### src/rtl/sock_win_pkg.sv
package sock_win_pkg;
  localparam int IDX_EN     = 8'h06;
  localparam int IO_BASE    = 8'h08;
  localparam int IO_STRIDE  = 4;
  localparam int MEM_BASE   = 8'h10;
  localparam int MEM_STRIDE = 8;
  localparam int IO_AW      = 16;
  localparam int PAGE_W     = 12;
  localparam int IO_EN_BIT  = 6;

  function automatic logic [7:0] idx8(input int v);
    return v[7:0];
  endfunction
endpackage

### src/rtl/sock_win_regs.sv
module sock_win_regs
  import sock_win_pkg::*;
#(
  parameter int N_IO  = 2,
  parameter int N_MEM = 5
) (
  input  logic                          clk,
  input  logic                          rst_n,
  input  logic                          reg_wr,
  input  logic [7:0]                    reg_idx,
  input  logic [7:0]                    reg_wdata,
  output logic [7:0]                    reg_rdata,
  output logic [N_IO-1:0][IO_AW-1:0]    io_lo,
  output logic [N_IO-1:0][IO_AW-1:0]    io_hi,
  output logic [N_IO-1:0]               io_en,
  output logic [N_MEM-1:0][PAGE_W-1:0]  mem_lo,
  output logic [N_MEM-1:0][PAGE_W-1:0]  mem_hi,
  output logic [N_MEM-1:0]              mem_en,
  output logic [N_MEM-1:0]              mem_w16,
  output logic [N_MEM-1:0]              mem_zws
);
  always_ff @(posedge clk or negedge rst_n) begin
    if (!rst_n) begin
      io_lo   <= '0;
      io_hi   <= '0;
      io_en   <= '0;
      mem_lo  <= '0;
      mem_hi  <= '0;
      mem_en  <= '0;
      mem_w16 <= '0;
      mem_zws <= '0;
    end else if (reg_wr) begin
      if (reg_idx == idx8(IDX_EN)) begin
        mem_en <= reg_wdata[N_MEM-1:0];
        io_en  <= reg_wdata[IO_EN_BIT +: N_IO];
      end
      for (int w = 0; w < N_IO; w++) begin
        if (reg_idx == idx8(IO_BASE + IO_STRIDE*w + 0)) io_lo[w][7:0]  <= reg_wdata;
        if (reg_idx == idx8(IO_BASE + IO_STRIDE*w + 1)) io_lo[w][15:8] <= reg_wdata;
        if (reg_idx == idx8(IO_BASE + IO_STRIDE*w + 2)) io_hi[w][7:0]  <= reg_wdata;
        if (reg_idx == idx8(IO_BASE + IO_STRIDE*w + 3)) io_hi[w][15:8] <= reg_wdata;
      end
      for (int m = 0; m < N_MEM; m++) begin
        if (reg_idx == idx8(MEM_BASE + MEM_STRIDE*m + 0)) mem_lo[m][7:0] <= reg_wdata;
        if (reg_idx == idx8(MEM_BASE + MEM_STRIDE*m + 1)) begin
          mem_w16[m]      <= reg_wdata[7];
          mem_zws[m]      <= reg_wdata[6];
          mem_lo[m][11:8] <= reg_wdata[3:0];
        end
        if (reg_idx == idx8(MEM_BASE + MEM_STRIDE*m + 2)) mem_hi[m][7:0]  <= reg_wdata;
        if (reg_idx == idx8(MEM_BASE + MEM_STRIDE*m + 3)) mem_hi[m][11:8] <= reg_wdata[3:0];
      end
    end
  end

  always_comb begin
    reg_rdata = '0;
    if (reg_idx == idx8(IDX_EN)) begin
      reg_rdata[N_MEM-1:0]          = mem_en;
      reg_rdata[IO_EN_BIT +: N_IO]  = io_en;
    end
    for (int w = 0; w < N_IO; w++) begin
      if (reg_idx == idx8(IO_BASE + IO_STRIDE*w + 0)) reg_rdata = io_lo[w][7:0];
      if (reg_idx == idx8(IO_BASE + IO_STRIDE*w + 1)) reg_rdata = io_lo[w][15:8];
      if (reg_idx == idx8(IO_BASE + IO_STRIDE*w + 2)) reg_rdata = io_hi[w][7:0];
      if (reg_idx == idx8(IO_BASE + IO_STRIDE*w + 3)) reg_rdata = io_hi[w][15:8];
    end
    for (int m = 0; m < N_MEM; m++) begin
      if (reg_idx == idx8(MEM_BASE + MEM_STRIDE*m + 0)) reg_rdata = mem_lo[m][7:0];
      if (reg_idx == idx8(MEM_BASE + MEM_STRIDE*m + 1))
        reg_rdata = {mem_w16[m], mem_zws[m], 2'b00, mem_lo[m][11:8]};
      if (reg_idx == idx8(MEM_BASE + MEM_STRIDE*m + 2)) reg_rdata = mem_hi[m][7:0];
      if (reg_idx == idx8(MEM_BASE + MEM_STRIDE*m + 3)) reg_rdata = {4'h0, mem_hi[m][11:8]};
    end
  end

  // window state moves only on a write strobe
  a_r10_state_holds: assert property (@(posedge clk) disable iff (!rst_n)
    !reg_wr |=> $stable({io_lo, io_hi, io_en, mem_lo, mem_hi, mem_en, mem_w16, mem_zws}));
endmodule

### src/rtl/sock_win_cmp.sv
module sock_win_cmp #(
  parameter int W = 16
) (
  input  logic [W-1:0] val,
  input  logic [W-1:0] lo,
  input  logic [W-1:0] hi,
  input  logic         qual,
  output logic         hit
);
  assign hit = qual && (val >= lo) && (val <= hi);
endmodule

### src/rtl/sock_win_pick.sv
module sock_win_pick #(
  parameter int N  = 5,
  parameter int IW = 3
) (
  input  logic [N-1:0]  hits,
  output logic          any,
  output logic [IW-1:0] sel
);
  always_comb begin
    sel = '0;
    for (int i = N-1; i >= 0; i--) begin
      if (hits[i]) sel = IW'(i);
    end
  end
  assign any = |hits;
endmodule

### src/rtl/sock_win_dec.sv
module sock_win_dec
  import sock_win_pkg::*;
#(
  parameter int N_IO  = 2,
  parameter int N_MEM = 5,
  parameter int AW    = 24
) (
  input  logic        clk,
  input  logic        rst_n,
  input  logic        reg_wr,
  input  logic [7:0]  reg_idx,
  input  logic [7:0]  reg_wdata,
  output logic [7:0]  reg_rdata,
  input  logic [23:0] bus_addr,
  input  logic        io_cyc,
  input  logic        mem_cyc,
  input  logic        card_wait_n,
  output logic        claim,
  output logic        io_hit,
  output logic        io_win,
  output logic        mem_hit,
  output logic [2:0]  mem_win,
  output logic        bus16,
  output logic        nows_n
);
  localparam int IO_IW  = (N_IO  > 1) ? $clog2(N_IO)  : 1;
  localparam int MEM_IW = (N_MEM > 1) ? $clog2(N_MEM) : 1;

  logic [N_IO-1:0][IO_AW-1:0]    io_lo, io_hi;
  logic [N_IO-1:0]               io_en, io_hits;
  logic [N_MEM-1:0][PAGE_W-1:0]  mem_lo, mem_hi;
  logic [N_MEM-1:0]              mem_en, mem_w16, mem_zws, mem_hits;
  logic [IO_IW-1:0]              io_sel;
  logic [MEM_IW-1:0]             mem_sel;
  logic [PAGE_W-1:0]             page;

  assign page = bus_addr[AW-1 -: PAGE_W];

  sock_win_regs #(.N_IO(N_IO), .N_MEM(N_MEM)) regs_i (
    .clk(clk), .rst_n(rst_n), .reg_wr(reg_wr), .reg_idx(reg_idx),
    .reg_wdata(reg_wdata), .reg_rdata(reg_rdata),
    .io_lo(io_lo), .io_hi(io_hi), .io_en(io_en),
    .mem_lo(mem_lo), .mem_hi(mem_hi), .mem_en(mem_en),
    .mem_w16(mem_w16), .mem_zws(mem_zws)
  );

  for (genvar w = 0; w < N_IO; w++) begin : g_io
    sock_win_cmp #(.W(IO_AW)) cmp_i (
      .val(bus_addr[IO_AW-1:0]), .lo(io_lo[w]), .hi(io_hi[w]),
      .qual(io_cyc && io_en[w]), .hit(io_hits[w])
    );
  end

  for (genvar m = 0; m < N_MEM; m++) begin : g_mem
    sock_win_cmp #(.W(PAGE_W)) cmp_i (
      .val(page), .lo(mem_lo[m]), .hi(mem_hi[m]),
      .qual(mem_cyc && mem_en[m]), .hit(mem_hits[m])
    );
  end

  sock_win_pick #(.N(N_IO), .IW(IO_IW)) io_pick_i (
    .hits(io_hits), .any(io_hit), .sel(io_sel)
  );
  sock_win_pick #(.N(N_MEM), .IW(MEM_IW)) mem_pick_i (
    .hits(mem_hits), .any(mem_hit), .sel(mem_sel)
  );

  assign io_win  = io_sel[0];
  assign mem_win = 3'(mem_sel);
  assign claim   = io_hit || mem_hit;
  assign bus16   = mem_hit && mem_w16[mem_sel];
  assign nows_n  = !(mem_hit && mem_zws[mem_sel] && card_wait_n);

  logic [N_IO-1:0]  io_below;
  logic [N_MEM-1:0] mem_below;
  assign io_below  = (N_IO'(1)  << io_sel)  - N_IO'(1);
  assign mem_below = (N_MEM'(1) << mem_sel) - N_MEM'(1);

  a_r3_io_needs_io_cycle: assert property (@(posedge clk) disable iff (!rst_n)
    io_hit |-> io_cyc);
  a_r4_mem_needs_mem_cycle: assert property (@(posedge clk) disable iff (!rst_n)
    mem_hit |-> mem_cyc);
  a_r5_io_win_enabled: assert property (@(posedge clk) disable iff (!rst_n)
    io_hit |-> io_en[io_sel]);
  a_r5_mem_win_enabled: assert property (@(posedge clk) disable iff (!rst_n)
    mem_hit |-> mem_en[mem_sel]);
  a_r6_io_lowest: assert property (@(posedge clk) disable iff (!rst_n)
    io_hit |-> ((io_hits & io_below) == '0));
  a_r6_mem_lowest: assert property (@(posedge clk) disable iff (!rst_n)
    mem_hit |-> ((mem_hits & mem_below) == '0));
  a_r7_width_on_mem_only: assert property (@(posedge clk) disable iff (!rst_n)
    bus16 |-> mem_hit);
  a_r8_wait_vetoes_nows: assert property (@(posedge clk) disable iff (!rst_n)
    !card_wait_n |-> nows_n);
endmodule

### config.mk
export PLATFORM = sky130hd
export DESIGN_NAME = sock_win_dec
export DESIGN_NICKNAME = d
export VERILOG_FILES = /design/src/rtl/sock_win_pkg.sv /design/src/rtl/sock_win_regs.sv /design/src/rtl/sock_win_cmp.sv /design/src/rtl/sock_win_pick.sv /design/src/rtl/sock_win_dec.sv
export SDC_FILE = /design/constraint.sdc
export NUM_CORES = 1
export LEC_CHECK = 0
export BUFFER_PORTS_ARGS = -buffer_cell sky130_fd_sc_hd__buf_4
export CORE_AREA = 2 2 161 163
export DETAILED_ROUTE_END_ITERATION = 7
export DIE_AREA = 0 0 163 165
export PLACE_DENSITY_LB_ADDON = 0.15
export SYNTH_ARGS = -nofsm -noshare
export SYNTH_HDL_FRONTEND = slang
export SYNTH_HIERARCHICAL = 1
export SYNTH_SLANG_ARGS = --single-unit
### constraint.sdc
create_clock -name clk -period 3.4 [get_ports clk]
set_clock_uncertainty 0.1 [all_clocks]
set_input_delay 0.34 -clock clk [delete_from_list [all_inputs] [get_ports clk]]
set_output_delay 0.34 -clock clk [all_outputs]
set_load 0.01 [all_outputs]
==> key figures <==
Drt
  – Vias: 12922
  – Pre-antenna DRT Iters: 5
  – DRC: 0
  – Iter 0 DRT Violations: 1519
  – Total Wirelength: 52210 um
  – Drt wl/cell: 25.66 um
  – Vias per cell: 6.350
  – Post-DRT Antenna Nets: 0

Critical path
  – RR Endpoint: regs_i/mem_hi[17]
  – Crit end category: output port
  – CP Class: reg2out
  – R2r setup slk: 2.23 ns
  – Worst Path Required: 2.96 ns
  – CP cell instances: inv_2, ha_4, nand4_1, nor2_2, o2111ai_2, a311oi_2, buf_4, inv_4, a21oi_4, mux4_2, and4b_1, a31oi_1, buf_4
  – Crit Path Max Fanout: 3
  – R2r startpoint: regs_i/mem_hi[17]
  – Reg2Reg Depth: 3
  – Crit path DAT: 3.53 ns
  – Slowest CP cell: mux4_2
  – Worst Setup Start Kind: flip-flop
  – Most used cell, CP: buf_4
  – CP max stage delay: 0.53 ns

STA
  – Minimum clock period: 3.968 ns
  – Maximum clock rate: 0.2520 GHz
  – Final worst path period share: 1.167
  – Endpoints failing hold: 0
  – Worst-margin pin slew: 0.7725 ns
  – Slew HR: 0.4850
  – Fin Hold WS: 0.2285 ns
  – Final setup margin: -0.5678 ns
  – RSZ-0062 raised after global routing: true
  – Slew Viols, Final: 0
  – Count of final setup violators: 5
  – TNS Setup: -1.715 ns

Global routing
  – Met2 usage: 0.6348
  – Initial antenna violation count: 0
  – First-pass GRT wire length: 77790 um
  – Met1 usage: 0.5142
  – Global routing usage on met3: 0.06981
  – GRT Util Overall: 0.3913
  – Global route overflow: 0
  – GR peak layer: met2
  – Largest net degree at the start of global routing: 94
  – Vias in the first global route: 12844

Die
  – Die area: 26900 um^2
  – Row Count: 58
  – Die Wd: 163 um
  – Die span in y: 165 um
  – Effective utilization at floorplan: 0.5961
  – Core region area: 25040 um^2
  – Ports: 63

Worst hold path
  – HP Class: in2reg
  – Worst hold path startpoint: reg_wdata[5]
  – Hold endpoint: regs_i/io_hi[5]
  – Hold path cells: 2

Layout
  – FF/Latch Area: 5031 um^2
  – Multi-input logic area: 9226 um^2
  – FILL cells: 1954
  – Proportion of layout cells with a drive suffix above 1: 0.3337
  – Ant diodes: 0
  – Core Util, Final: 0.7120
  – Synthesis-to-finish area growth: 19.44%
  – NumNets Final: 1919

Logic synthesis
  – Register area share after synthesis: 0.3370
  – Ys flop type: dfrtp_1
  – Flip-flop and latch count after synthesis: 201
  – Synth warn: 6
  – Yosys top cell area share: 0.3370
  – Synth area leader: dfrtp_1
  – Post-synth cell types: 80
  – Synth top area cells: dfrtp_1 (34%), ha_1 (15%), mux2_2 (15%), inv_1 (5.1%), a21oi_1 (3.3%)
  – Syn Area/Cell: 9.910 um^2
  – Synthesized instance count: 1506
  – Cell area after synthesis: 14920 um^2
  – Number of synthesized flops with an enable pin: 0
  – Ys async rst share: 1.000
  – Post-synth net total: 1736

Placement
  – Port Buffers: 62
  – Post-DP HPWL: 39870 um
  – Gp weighted congestion: 1.021

Outcome
  – Run status: complete, but fails checks
  – Failing checks: negative setup slack

Clock network
  – Total CTS buffers: 22
  – CTS tree: done
  – Clock Sink Count: 201
  – Clock root buffer: clkbuf_16
  – Reg clk slew, reported paths: 0.07 ns
  – CTS Buffer Depth: 3
  – Insertion delay to the later sink of the worst-skew pair: 0.51 ns
  – CTS H-tree lvls: 1

Flow run
  – # Max-Cap Violations: 0

Power and ir drop
  – Worst vdd ir: 0.4460 mV
  – Pwr/cell area: 346.1 nW/um^2
  – LEAKAGE: 0.008140 uW
[kinds of logic (layout without fill, tap and decap cells)]
logic type,after synthesis,count (layout),synth area share
buffers and inverters,261,460,0.07042
and+or+nand+nor,324,324,0.1258
adders and majority gates,184,184,0.1543
muxes,231,231,0.1805
DFF,201,201,0.3370
AOI/OAI and AO/OA,305,305,0.1320
[repair_timing]
item,in CTS,in global routing
buffers inserted,2,9
hold buffers,1,0
setup endpoints to repair,7,9
gates resized for setup,11,59
pin swaps,8,18
hold endpoints to repair,90,0
[Yosys cell counts, types with 7 or more instances]
cell	n
mux2_2	203
inv_1	202
dfrtp_1	201
ha_1	184
a21oi_1	99
nor2_1	69
nand2_1	67
o21ai_0	58
clkbuf_1	29
nor3_1	26
o22ai_1	23
nor2b_1	22
nand3_1	20
a22oi_1	19
nand4_1	17
mux2i_1	16
buf_2	15
nand2b_1	14
o211ai_1	11
a211oi_1	10
a31oi_1	10
and2_1	10
and3_1	8
buf_4	8
mux4_2	8
o21a_1	7
or3_1	7
[cell type report]
type	instances	share of cell area
multi-input combinational	1044	0.5176
tap	330	0.02316
clock inverter	12	0.004211
timing repair buffer	217	0.09546
inverter	203	0.04289
clock buffer	28	0.03446
sequential	201	0.2822
[per-stage QoR]
step,setup WS (ns),area [um^2],cells,power (uW)
after floorplan,0.08880,14930,1506,3252
after global placement,-0.2187,16630,1983,3773
after detailed placement,-0.2439,16630,1983,3807
after CTS,-0.5282,17390,2026,6097
after global routing,-0.6448,17830,2035,6407
final,-0.5678,17830,2035,6169
[layout by cell type (no fill, tap or decap), types with 7 or more instances in the layout]
master / instances
buf_4: 205
mux2_2: 203
dfrtp_1: 200
inv_1: 190
ha_1: 164
a21oi_1: 93
nor2_1: 67
nand2_1: 67
o21ai_0: 55
nor3_1: 24
clkbuf_16: 23
nor2b_1: 22
o22ai_1: 22
ha_4: 20
nand3_1: 19
a22oi_1: 18
nand4_1: 17
mux2i_1: 16
nand2b_1: 12
inv_2: 11
o211ai_1: 11
a211oi_1: 10
mux4_2: 9
and2_1: 9
a31oi_1: 9
and3_1: 8
o21ai_1: 8
clkinv_2: 7
o21a_1: 7
buf_6: 7
[worst max-delay path, delay by kind of cell (launching register included)]
family                   cells  cell delay (ns)
flip-flops                   1             0.38
AO/OA/AOI/OAI                4             0.80
multiplexers                 1             0.53
buffers and inverters        4             0.45
AND/OR/NAND/NOR              3             0.58
adder cells (fa/ha/maj)      1             0.25
[where the power goes]
part	switching, uW	internal (uW)
combinational	715	530
clock	1020	1290
sequential	113	2510
[flip-flops by register name, indices dropped and copies added, names as in the netlist]
register,flops
regs_i/io_en,2
regs_i/io_hi,32
regs_i/io_lo,32
regs_i/mem_en,5
regs_i/mem_hi,60
regs_i/mem_lo,60
regs_i/mem_w16,5
regs_i/mem_zws,5
[routing by layer]
metal	part of all wire	vias to the layer above
li1	-	5804
met1	0.41	6282
met2	0.45	685
met3	0.084	151
met4	0.052	0
met5	0	-
[worst max-delay path by stage]
stage                       from  depth (start not counted)      to  slack, ns
6_report       regs_i/mem_lo[22]                         13  nows_n      -0.57
5_1_grt        regs_i/mem_hi[22]                         13  nows_n      -0.64
4_1_cts        regs_i/mem_lo[23]                         13  nows_n      -0.53
3_5_place_dp        bus_addr[21]                         15   bus16      -0.24
3_3_place_gp        bus_addr[21]                         14  nows_n      -0.22
2_1_floorplan  regs_i/mem_hi[45]                         11  nows_n       0.09
(Power assumes the default switching activity.)
